`src/rtl/burst_pkg.sv`:
```
package burst_pkg;

    localparam int unsigned BURST_DIV_DEFAULT  = 2976;
    localparam int unsigned BURST_BITS_DEFAULT = 8;

    typedef enum logic [1:0] {
        SQ_IDLE   = 2'd0,
        SQ_VERIFY = 2'd1,
        SQ_SHIFT  = 2'd2
    } seq_state_t;

    typedef struct packed {
        logic level;
        logic fall;
    } line_t;

    // True in the second half of a bit period, the window in which the
    // clock pulse is held low.
    function automatic logic in_low_half(input int unsigned c, input int unsigned div);
        return c >= (div - div / 2);
    endfunction

endpackage

```
`src/rtl/line_sync.sv`:
```
module line_sync
    import burst_pkg::*;
(
    input  logic  clk,
    input  logic  rst,
    input  logic  din,
    output line_t line
);
    logic s1_q, s2_q, s3_q;

    always_ff @(posedge clk) begin
        if (rst) begin
            s1_q <= 1'b1;
            s2_q <= 1'b1;
            s3_q <= 1'b1;
        end else begin
            s1_q <= din;
            s2_q <= s1_q;
            s3_q <= s2_q;
        end
    end

    assign line.level = s2_q;
    assign line.fall  = s3_q & ~s2_q;
endmodule

```
`src/rtl/data_gate.sv`:
```
module data_gate (
    input  logic clk,
    input  logic rst,
    input  logic carrier_ok,
    input  logic level,
    output logic data_out
);
    logic data_q;

    always_ff @(posedge clk) begin
        if (rst)             data_q <= 1'b1;
        else if (carrier_ok) data_q <= level;
        else                 data_q <= 1'b1;
    end

    assign data_out = data_q;
endmodule

```
`src/rtl/word_sequencer.sv`:
```
module word_sequencer
    import burst_pkg::*;
#(
    parameter int unsigned DIV   = BURST_DIV_DEFAULT,
    parameter int unsigned NBITS = BURST_BITS_DEFAULT
) (
    input  logic  clk,
    input  logic  rst,
    input  logic  carrier_ok,
    input  line_t line,
    output logic  dclk_out,
    output logic  rdy_n
);
    localparam int unsigned CW   = $clog2(DIV);
    localparam int unsigned IW   = (NBITS > 1) ? $clog2(NBITS) : 1;
    localparam int unsigned HALF = DIV / 2;
    localparam logic [CW-1:0] HALF_M1 = CW'(HALF - 1);
    localparam logic [CW-1:0] DIV_M1  = CW'(DIV - 1);
    localparam logic [IW-1:0] LAST    = IW'(NBITS - 1);

    seq_state_t    state_q;
    logic [CW-1:0] cnt_q;
    logic [IW-1:0] idx_q;
    logic          rdy_q;

    always_ff @(posedge clk) begin
        if (rst || !carrier_ok) begin
            state_q <= SQ_IDLE;
            cnt_q   <= '0;
            idx_q   <= '0;
            rdy_q   <= 1'b1;
        end else begin
            unique case (state_q)
                SQ_IDLE: begin
                    if (line.fall) begin
                        state_q <= SQ_VERIFY;
                        cnt_q   <= '0;
                        rdy_q   <= 1'b1;
                    end
                end
                SQ_VERIFY: begin
                    if (cnt_q == HALF_M1) begin
                        cnt_q   <= '0;
                        idx_q   <= '0;
                        state_q <= line.level ? SQ_IDLE : SQ_SHIFT;
                    end else begin
                        cnt_q <= cnt_q + 1'b1;
                    end
                end
                SQ_SHIFT: begin
                    if (cnt_q == DIV_M1) begin
                        cnt_q <= '0;
                        if (idx_q == LAST) begin
                            idx_q   <= '0;
                            state_q <= SQ_IDLE;
                            rdy_q   <= 1'b0;
                        end else begin
                            idx_q <= idx_q + 1'b1;
                        end
                    end else begin
                        cnt_q <= cnt_q + 1'b1;
                    end
                end
                default: state_q <= SQ_IDLE;
            endcase
        end
    end

    assign dclk_out = !((state_q == SQ_SHIFT) && in_low_half(32'(cnt_q), DIV));
    assign rdy_n    = rdy_q;
endmodule

```
`src/rtl/word_clock_burst.sv`:
```
module word_clock_burst
    import burst_pkg::*;
#(
    parameter int unsigned DIV   = BURST_DIV_DEFAULT,
    parameter int unsigned NBITS = BURST_BITS_DEFAULT
) (
    input  logic clk,
    input  logic rst,
    input  logic rx_in,
    input  logic carrier_ok,
    output logic data_out,
    output logic dclk_out,
    output logic rdy_n
);
    line_t line;

    line_sync u_sync (
        .clk  (clk),
        .rst  (rst),
        .din  (rx_in),
        .line (line)
    );

    data_gate u_gate (
        .clk        (clk),
        .rst        (rst),
        .carrier_ok (carrier_ok),
        .level      (line.level),
        .data_out   (data_out)
    );

    word_sequencer #(
        .DIV   (DIV),
        .NBITS (NBITS)
    ) u_seq (
        .clk        (clk),
        .rst        (rst),
        .carrier_ok (carrier_ok),
        .line       (line),
        .dclk_out   (dclk_out),
        .rdy_n      (rdy_n)
    );
endmodule

```
`config.mk`:
```
export PLATFORM = sky130hd
export DESIGN_NAME = word_clock_burst
export DESIGN_NICKNAME = d
export VERILOG_FILES = /design/src/rtl/burst_pkg.sv /design/src/rtl/line_sync.sv /design/src/rtl/data_gate.sv /design/src/rtl/word_sequencer.sv /design/src/rtl/word_clock_burst.sv
export SDC_FILE = /design/constraint.sdc
export NUM_CORES = 1
export LEC_CHECK = 0
export BUFFER_PORTS_ARGS = -buffer_cell sky130_fd_sc_hd__buf_2
export CAP_MARGIN = 5
export CORE_AREA = 5 5 44 75
export CTS_BUF_LIST = sky130_fd_sc_hd__clkbuf_16
export DETAILED_ROUTE_END_ITERATION = 16
export DIE_AREA = 0 0 49 80
export SLEW_MARGIN = 20
export SYNTH_ARGS = -nofsm -noshare
export SYNTH_HDL_FRONTEND = slang
export SYNTH_HIERARCHICAL = 1
export SYNTH_SLANG_ARGS = --single-unit
```
`constraint.sdc`:
```
create_clock -name clk -period 2.05 [get_ports clk]
set_input_delay 0.3075 -clock clk [delete_from_list [all_inputs] [get_ports clk]]
set_output_delay 0.3075 -clock clk [all_outputs]
set_load 0.01 [all_outputs]
```
# ---- After elaboration in Yosys (flattened, before gate mapping)
# Cells that the tools add are included.
# W data, S select, Z words.
dict set report word_totals {
  reg_bits 22
  latch_bits 0
  mem_bits_rw 0
  mem_bits_ro 0
  inputBits 4
  output_inout_bits 3
  word_cells 54
  memories 0
}
dict set report classes {
  addsub 2
  n_mul 0
  div 0
  order_cmp 1
  eq_ne 9
  shift 0
  mux 18
  n_bitwise 3
  n_reduce_logical 13
}
# cell count
set op_table {}
lappend op_table {{$mux W12} 3}
lappend op_table {{$pmux W12 S3} 1}
lappend op_table {{$add A12 B1 Y12 const B} 1}
lappend op_table {{$eq A12 B11 Y1 const B} 1}
lappend op_table {{$eq A12 B12 Y1 const B} 1}
lappend op_table {{$ge A12 B11 Y1 const B} 1}
lappend op_table {{$mux W2} 5}
lappend op_table {{$mux W3} 3}
lappend op_table {{$reduce_and A4 Y1} 2}
lappend op_table {{$ne A2 B1 Y1 const B} 3}
lappend op_table {{$pmux W2 S3} 1}
lappend op_table {{$pmux W3 S2} 1}
lappend op_table {{$reduce_bool A2 Y1} 2}
lappend op_table {{$add A3 B1 Y3 const B} 1}
lappend op_table {{$eq A3 B3 Y1 const B} 1}
lappend op_table {{$mux W1} 3}
lappend op_table {{$reduce_and A3 Y1} 1}
lappend op_table {{$reduce_bool A3 Y1} 1}
lappend op_table {{$eq A2 B1 Y1 const B} 1}
lappend op_table {{$eq A2 B2 Y1 const B} 1}
lappend op_table {{$logic_not A1 Y1} 2}
lappend op_table {{$logic_not A2 Y1} 1}
lappend op_table {{$ne A2 B2 Y1 const B} 1}
lappend op_table {{$not A1 Y1} 2}
lappend op_table {{other kinds (6)} 6}

# ---- Longest topological paths before layout
dict set report depth {
  word_depth 4
  depth_mapped 7
  mapped_depth_nobuf 6
}

# ---- Cells and area by module
# The synthesis kept the hierarchy.
# mod n_inst cells_each area_per_inst_um2 seq_area_each_um2
set modules_own_cells {}
lappend modules_own_cells {word_sequencer 1 127 1128.6 360.3}
lappend modules_own_cells {line_sync 1 8 92.6 60.1}
lappend modules_own_cells {data_gate 1 2 28.8 20.0}

# ---- Worst setup path after synthesis
# No wires, ideal clock.
dict set report synth_path {
  path_type {reg-to-reg}
  startpoint {register u_seq.state_q[0]}
  endpoint {register u_seq.cnt_q[9]}
  arrival_time_ns 1.702
  required_time_ns 1.964
  slack_ns 0.261
  path_stages_with_launch 7
  n_path_buf 0
  period_less_slack_ns 1.789
  cell_sequence {dfxtp_1 > inv_1 > ha_1 > nor2b_1 > nor4_4 > or3b_1 > a221oi_2}
}
dict set report synth_via {
  elab_chain_cells 3
  elab_cells_between_ends 7
  classes_between {eq/ne (3); mux (1); reduce/logical (3)}
}
# element line_no
set synth_lines {}
lappend synth_lines {{from (decl)} word_sequencer.sv:21} ;# seq_state_t state_q;
lappend synth_lines {{from (signal assigned)} word_sequencer.sv:45} ;# state_q <= line.level ? SQ_IDLE : SQ_SHIFT;
lappend synth_lines {{$eq A2 B1 Y1, or another cell as far along} word_sequencer.sv:33} ;# unique case (state_q)
lappend synth_lines {{$reduce_bool A3 Y1 (no source line) or $ne A2 B2 Y1 (tied branches)} --}
lappend synth_lines {{$reduce_and A2 Y1 (no source line)} --}
lappend synth_lines {{to (signal assigned)} word_sequencer.sv:47} ;# cnt_q <= cnt_q + 1'b1;
lappend synth_lines {{to (signal assigned)} word_sequencer.sv:61} ;# cnt_q <= cnt_q + 1'b1;
lappend synth_lines {{to (decl)} word_sequencer.sv:22} ;# logic [CW-1:0] cnt_q;
# Parallel ways exist; a longest one is shown, timed or not.
# A chain may end at the register's enable or synchronous reset.

# ---- Final worst setup path
dict set report layout_path {
  startpoint {register u_seq.state_q[1]}
  endpoint {register u_seq.cnt_q[8]}
}
# Same word-level chain as after synthesis.

==> run_results.csv <==
group,metric,value,unit
critical_path,cp-end-kind,"flop",
synthesis,synthesis.area,0.001250,sq mm
synthesis,ys_types,43,
floorplanning,num_io_pins,7,
route,vias,1065,
clock_network,root_buffer,"clkbuf_16",
synthesis,ys_seq_area_frac,0.3524,
floorplanning,initial_core_util,0.4757,
clock_network,clkLatencyLatePin,0.25,ns
hold_path,hold_path.class,"primary input to flop",
timing,min_period,1.963,ns
synthesis,synth_edf_count,0,
power,power_switching,0.1861,mW
critical_path,cp_data_arrival_time,2.12,ns
route,wirelength,2884,microns
layout,regArea,441.7,sq um
synthesis,async_reset_ff_frac,0,
critical_path,slowest_delay,0.54,ns
critical_path,crit-reg2reg-launch,"u_seq/state_q[1]$_SDFFE_PP0P_",
critical_path,criticalPathCategory,"flop to flop",
run_status,outcome,"finished clean",
synthesis,synth_ff_type,"dfxtp_1",
critical_path,crit_required,2.21,ns
critical_path,reg2reg_depth,6,
timing,hold_viol,0,
synthesis,synth-adder-area-share,0.08008,
timing,fin_worst_skew,0.002439,ns
timing,final-max-slew-violation-count,0,
route,drtIter0Drc,30,
power,switching_share,0.2077,
synthesis,synth_nets,149,
route,viasPerCell,5.983,
timing,tns,0,ns
layout,nFillCells,255,
grt,grt.total_usage,0.1619,
layout,area_growth,14.92,%
clock_network,path_clk_slew,0.06,ns
synthesis,synth_compound_area_frac,0.2022,
grt,busiest_layer,"met2",
critical_path,path_cells,"inv_1 -> ha_1 -> nand2b_1 -> nand4b_1 -> or4_1 -> a221oi_1",
timing,maxSlewHeadroom,0.5824,
synthesis,synth_top_family_by_area,"simple AND/OR/NAND/NOR gates",
layout,diodes,0,
layout,nets,164,
grt,use_met1,0.1553,
synthesis,synth-xor-area-share,0.02803,
route,drtPass1Iterations,4,
synthesis,syn_area_per_cell,9.124,sq um
grt,grt_pass1_wl,5037,microns
clock_network,cts_tree,"built",
placed_design,port_buffers,6,
power,power_density,623.7,mW/mm^2
placed_design,place.gp.congestion,0.8644,
critical_path,r2r_slack,0.09,ns
power,peakVddDrop,0.0004848,V
grt,met2_usage,0.3259,
hold_path,hold_depth,2,
job,drv_cap,0,
route,wl_per_cell,16.20,microns
clock_network,htreeDepth,1,
clock_network,cts_sinks,22,
synthesis,synth_mux_area_frac,0.01602,
layout,drive_gt1_frac,0.1788,
power,p_seq_frac,0.483,
timing,setup_viol,0,
clock_network,cts_buffer_depth,2,
grt,antenna_found_initial,0,
power,cellLeakagePower,0.4604,nW
synthesis,synthSimpleGateAreaFrac,0.2693,
synthesis,yosys_warnings,6,
power,power.share.clock,0.459,
synthesis,synth_cells,137,
critical_path,cp-start-kind,"flop",
floorplanning,rows,25,
critical_path,slowest_stage,"or4_1",
timing,rsz0062_at_grt,"no",
placed_design,place_ws,0.08923,ns
route,drc_errors,0,
placed_design,dp_hpwl,2260,microns
synthesis,ys_seq_elements,22,
timing,finalCritPeriodShare,0.9573,
clock_network,numCtsBuffers,3,
floorplanning,dieArea,0.003920,sq mm
floorplanning,die_w,49,microns
power,power_frac_comb,0.058,
route,ant_nets,0,
timing,setup_slack,0.08750,ns
grt,grt_pass1_vias,1123,
grt,overflow,0,
grt,use_met3,0.02991,
grt,grt_max_degree,13,
floorplanning,fp.dieH,80,microns
hold_path,hold_start,"rx_in",
critical_path,crit_fanout,8,
power,internal_power,0.7098,mW
critical_path,cp-startpoint,"u_seq/state_q[1]$_SDFFE_PP0P_",
critical_path,r2r-end,"u_seq/cnt_q[8]$_SDFFE_PP0P_",
timing,max_freq,0.5096,GHz
timing,worst_pin_slew,0.6251,ns
hold_path,whs_endpoint,"u_sync/s1_q$_SDFF_PP1_",
floorplanning,core_area,0.002628,sq mm
layout,multi_input_area,747.0,sq um
==> flip-flops by register name (all words and copies together), names as in the netlist <==
register	cells
u_sync/s1_q	1
u_seq/idx_q	3
u_seq/rdy_n	1
u_seq/state_q	2
u_sync/s2_q	1
u_sync/s3_q	1
u_seq/cnt_q	12
u_gate/data_out	1
==> worst max path at each step <==
| stage | end |
|---|---|
| 6_report | u_seq/cnt_q[8]$_SDFFE_PP0P_ |
| 5_1_grt | u_seq/cnt_q[8]$_SDFFE_PP0P_ |
| 4_1_cts | u_seq/cnt_q[10]$_SDFFE_PP0P_ |
| 3_5_place_dp | u_seq/cnt_q[8]$_SDFFE_PP0P_ |
| 3_3_place_gp | u_seq/cnt_q[9]$_SDFFE_PP0P_ |
| 2_1_floorplan | u_seq/cnt_q[9]$_SDFFE_PP0P_ |
==> what timing repair did <==
| item | in CTS | in global routing |
|---|---|---|
| hold buffers | 0 | 0 |
| setup endpoints to repair | 0 | 4 |
| gates resized for setup | 0 | 2 |
| buffers inserted | 0 | 2 |
==> worst max-delay path, delay by kind of cell (launching register included) <==
family | cells | cell delay (ns)
and+or+nand+nor | 3 | 0.92
DFF | 1 | 0.38
adders and majority gates | 1 | 0.22
buffers and inverters | 1 | 0.08
AOI/OAI and AO/OA | 1 | 0.27
==> cells by family (layout without fill, tap and decap cells) <==
logic type / after synthesis / in the layout
XOR/XNOR: 4 / 4
flip-flops: 22 / 22
buffers and inverters: 14 / 28
AND/OR/NAND/NOR: 54 / 54
AO/OA/AOI/OAI: 33 / 33
multiplexers: 2 / 2
adder cells (fa/ha/maj): 8 / 8
==> power groups by stage <==
stage / logic (mW) / clock network [mW] / registers [mW]
global route: 0.0563 / 0.443 / 0.433
detailed placement: 0.0509 / 0 / 0.442
CTS: 0.0510 / 0.425 / 0.433
floorplan: 0.0346 / 0 / 0.442
global placement: 0.0498 / 0 / 0.442
finish: 0.0516 / 0.411 / 0.433
==> layer usage <==
metal / up-vias / wire length, microns
met5: - / 0
met4: 0 / 29
met3: 2 / 78
met2: 12 / 1669
met1: 504 / 1106
li1: 547 / -
==> Yosys cell counts, types with 4 or more instances <==
master	number	share of area
a221oi_1	4	0.028
nand3_1	4	0.016
nand2_1	16	0.048
ha_1	8	0.080
inv_1	8	0.024
o21ai_0	4	0.016
xnor2_1	4	0.028
dfxtp_1	22	0.35
a211oi_1	4	0.024
==> layout make-up <==
| cell class | instances | share of cell area |
|---|---|---|
| clock buffers | 3 | 0.05226 |
| clock inverters | 1 | 0.002613 |
| inverters | 8 | 0.02091 |
| multi-input cells | 101 | 0.5200 |
| flip-flops and latches | 22 | 0.3075 |
| well taps | 27 | 0.02352 |
| repair buffers | 16 | 0.07317 |
==> metrics by stage <==
stage          area, sq um  power (mW)    util  std cells  hold slack (ns)
2_1_floorplan         1250      0.4764       -        137           0.3854
5_1_grt               1436      0.9323  0.5467        178           0.2591
6_report              1436      0.8958  0.5467        178           0.2360
3_5_place_dp          1339      0.4931  0.5095        172           0.4025
4_1_cts               1418      0.9090  0.5395        176           0.2307
3_3_place_gp          1339      0.4917  0.5095        172           0.4049
==> layout by cell type, fill, tap and decap left out, types with 4 or more instances in the layout <==
| master | n |
|---|---|
| a221oi_1 | 4 |
| ha_1 | 8 |
| dfxtp_1 | 21 |
| inv_1 | 8 |
| nand3_1 | 4 |
| buf_4 | 10 |
| nand2_1 | 16 |
| a211oi_1 | 4 |
| o21ai_0 | 4 |
| buf_2 | 6 |
| xnor2_1 | 4 |
(Power assumes the default switching activity.)
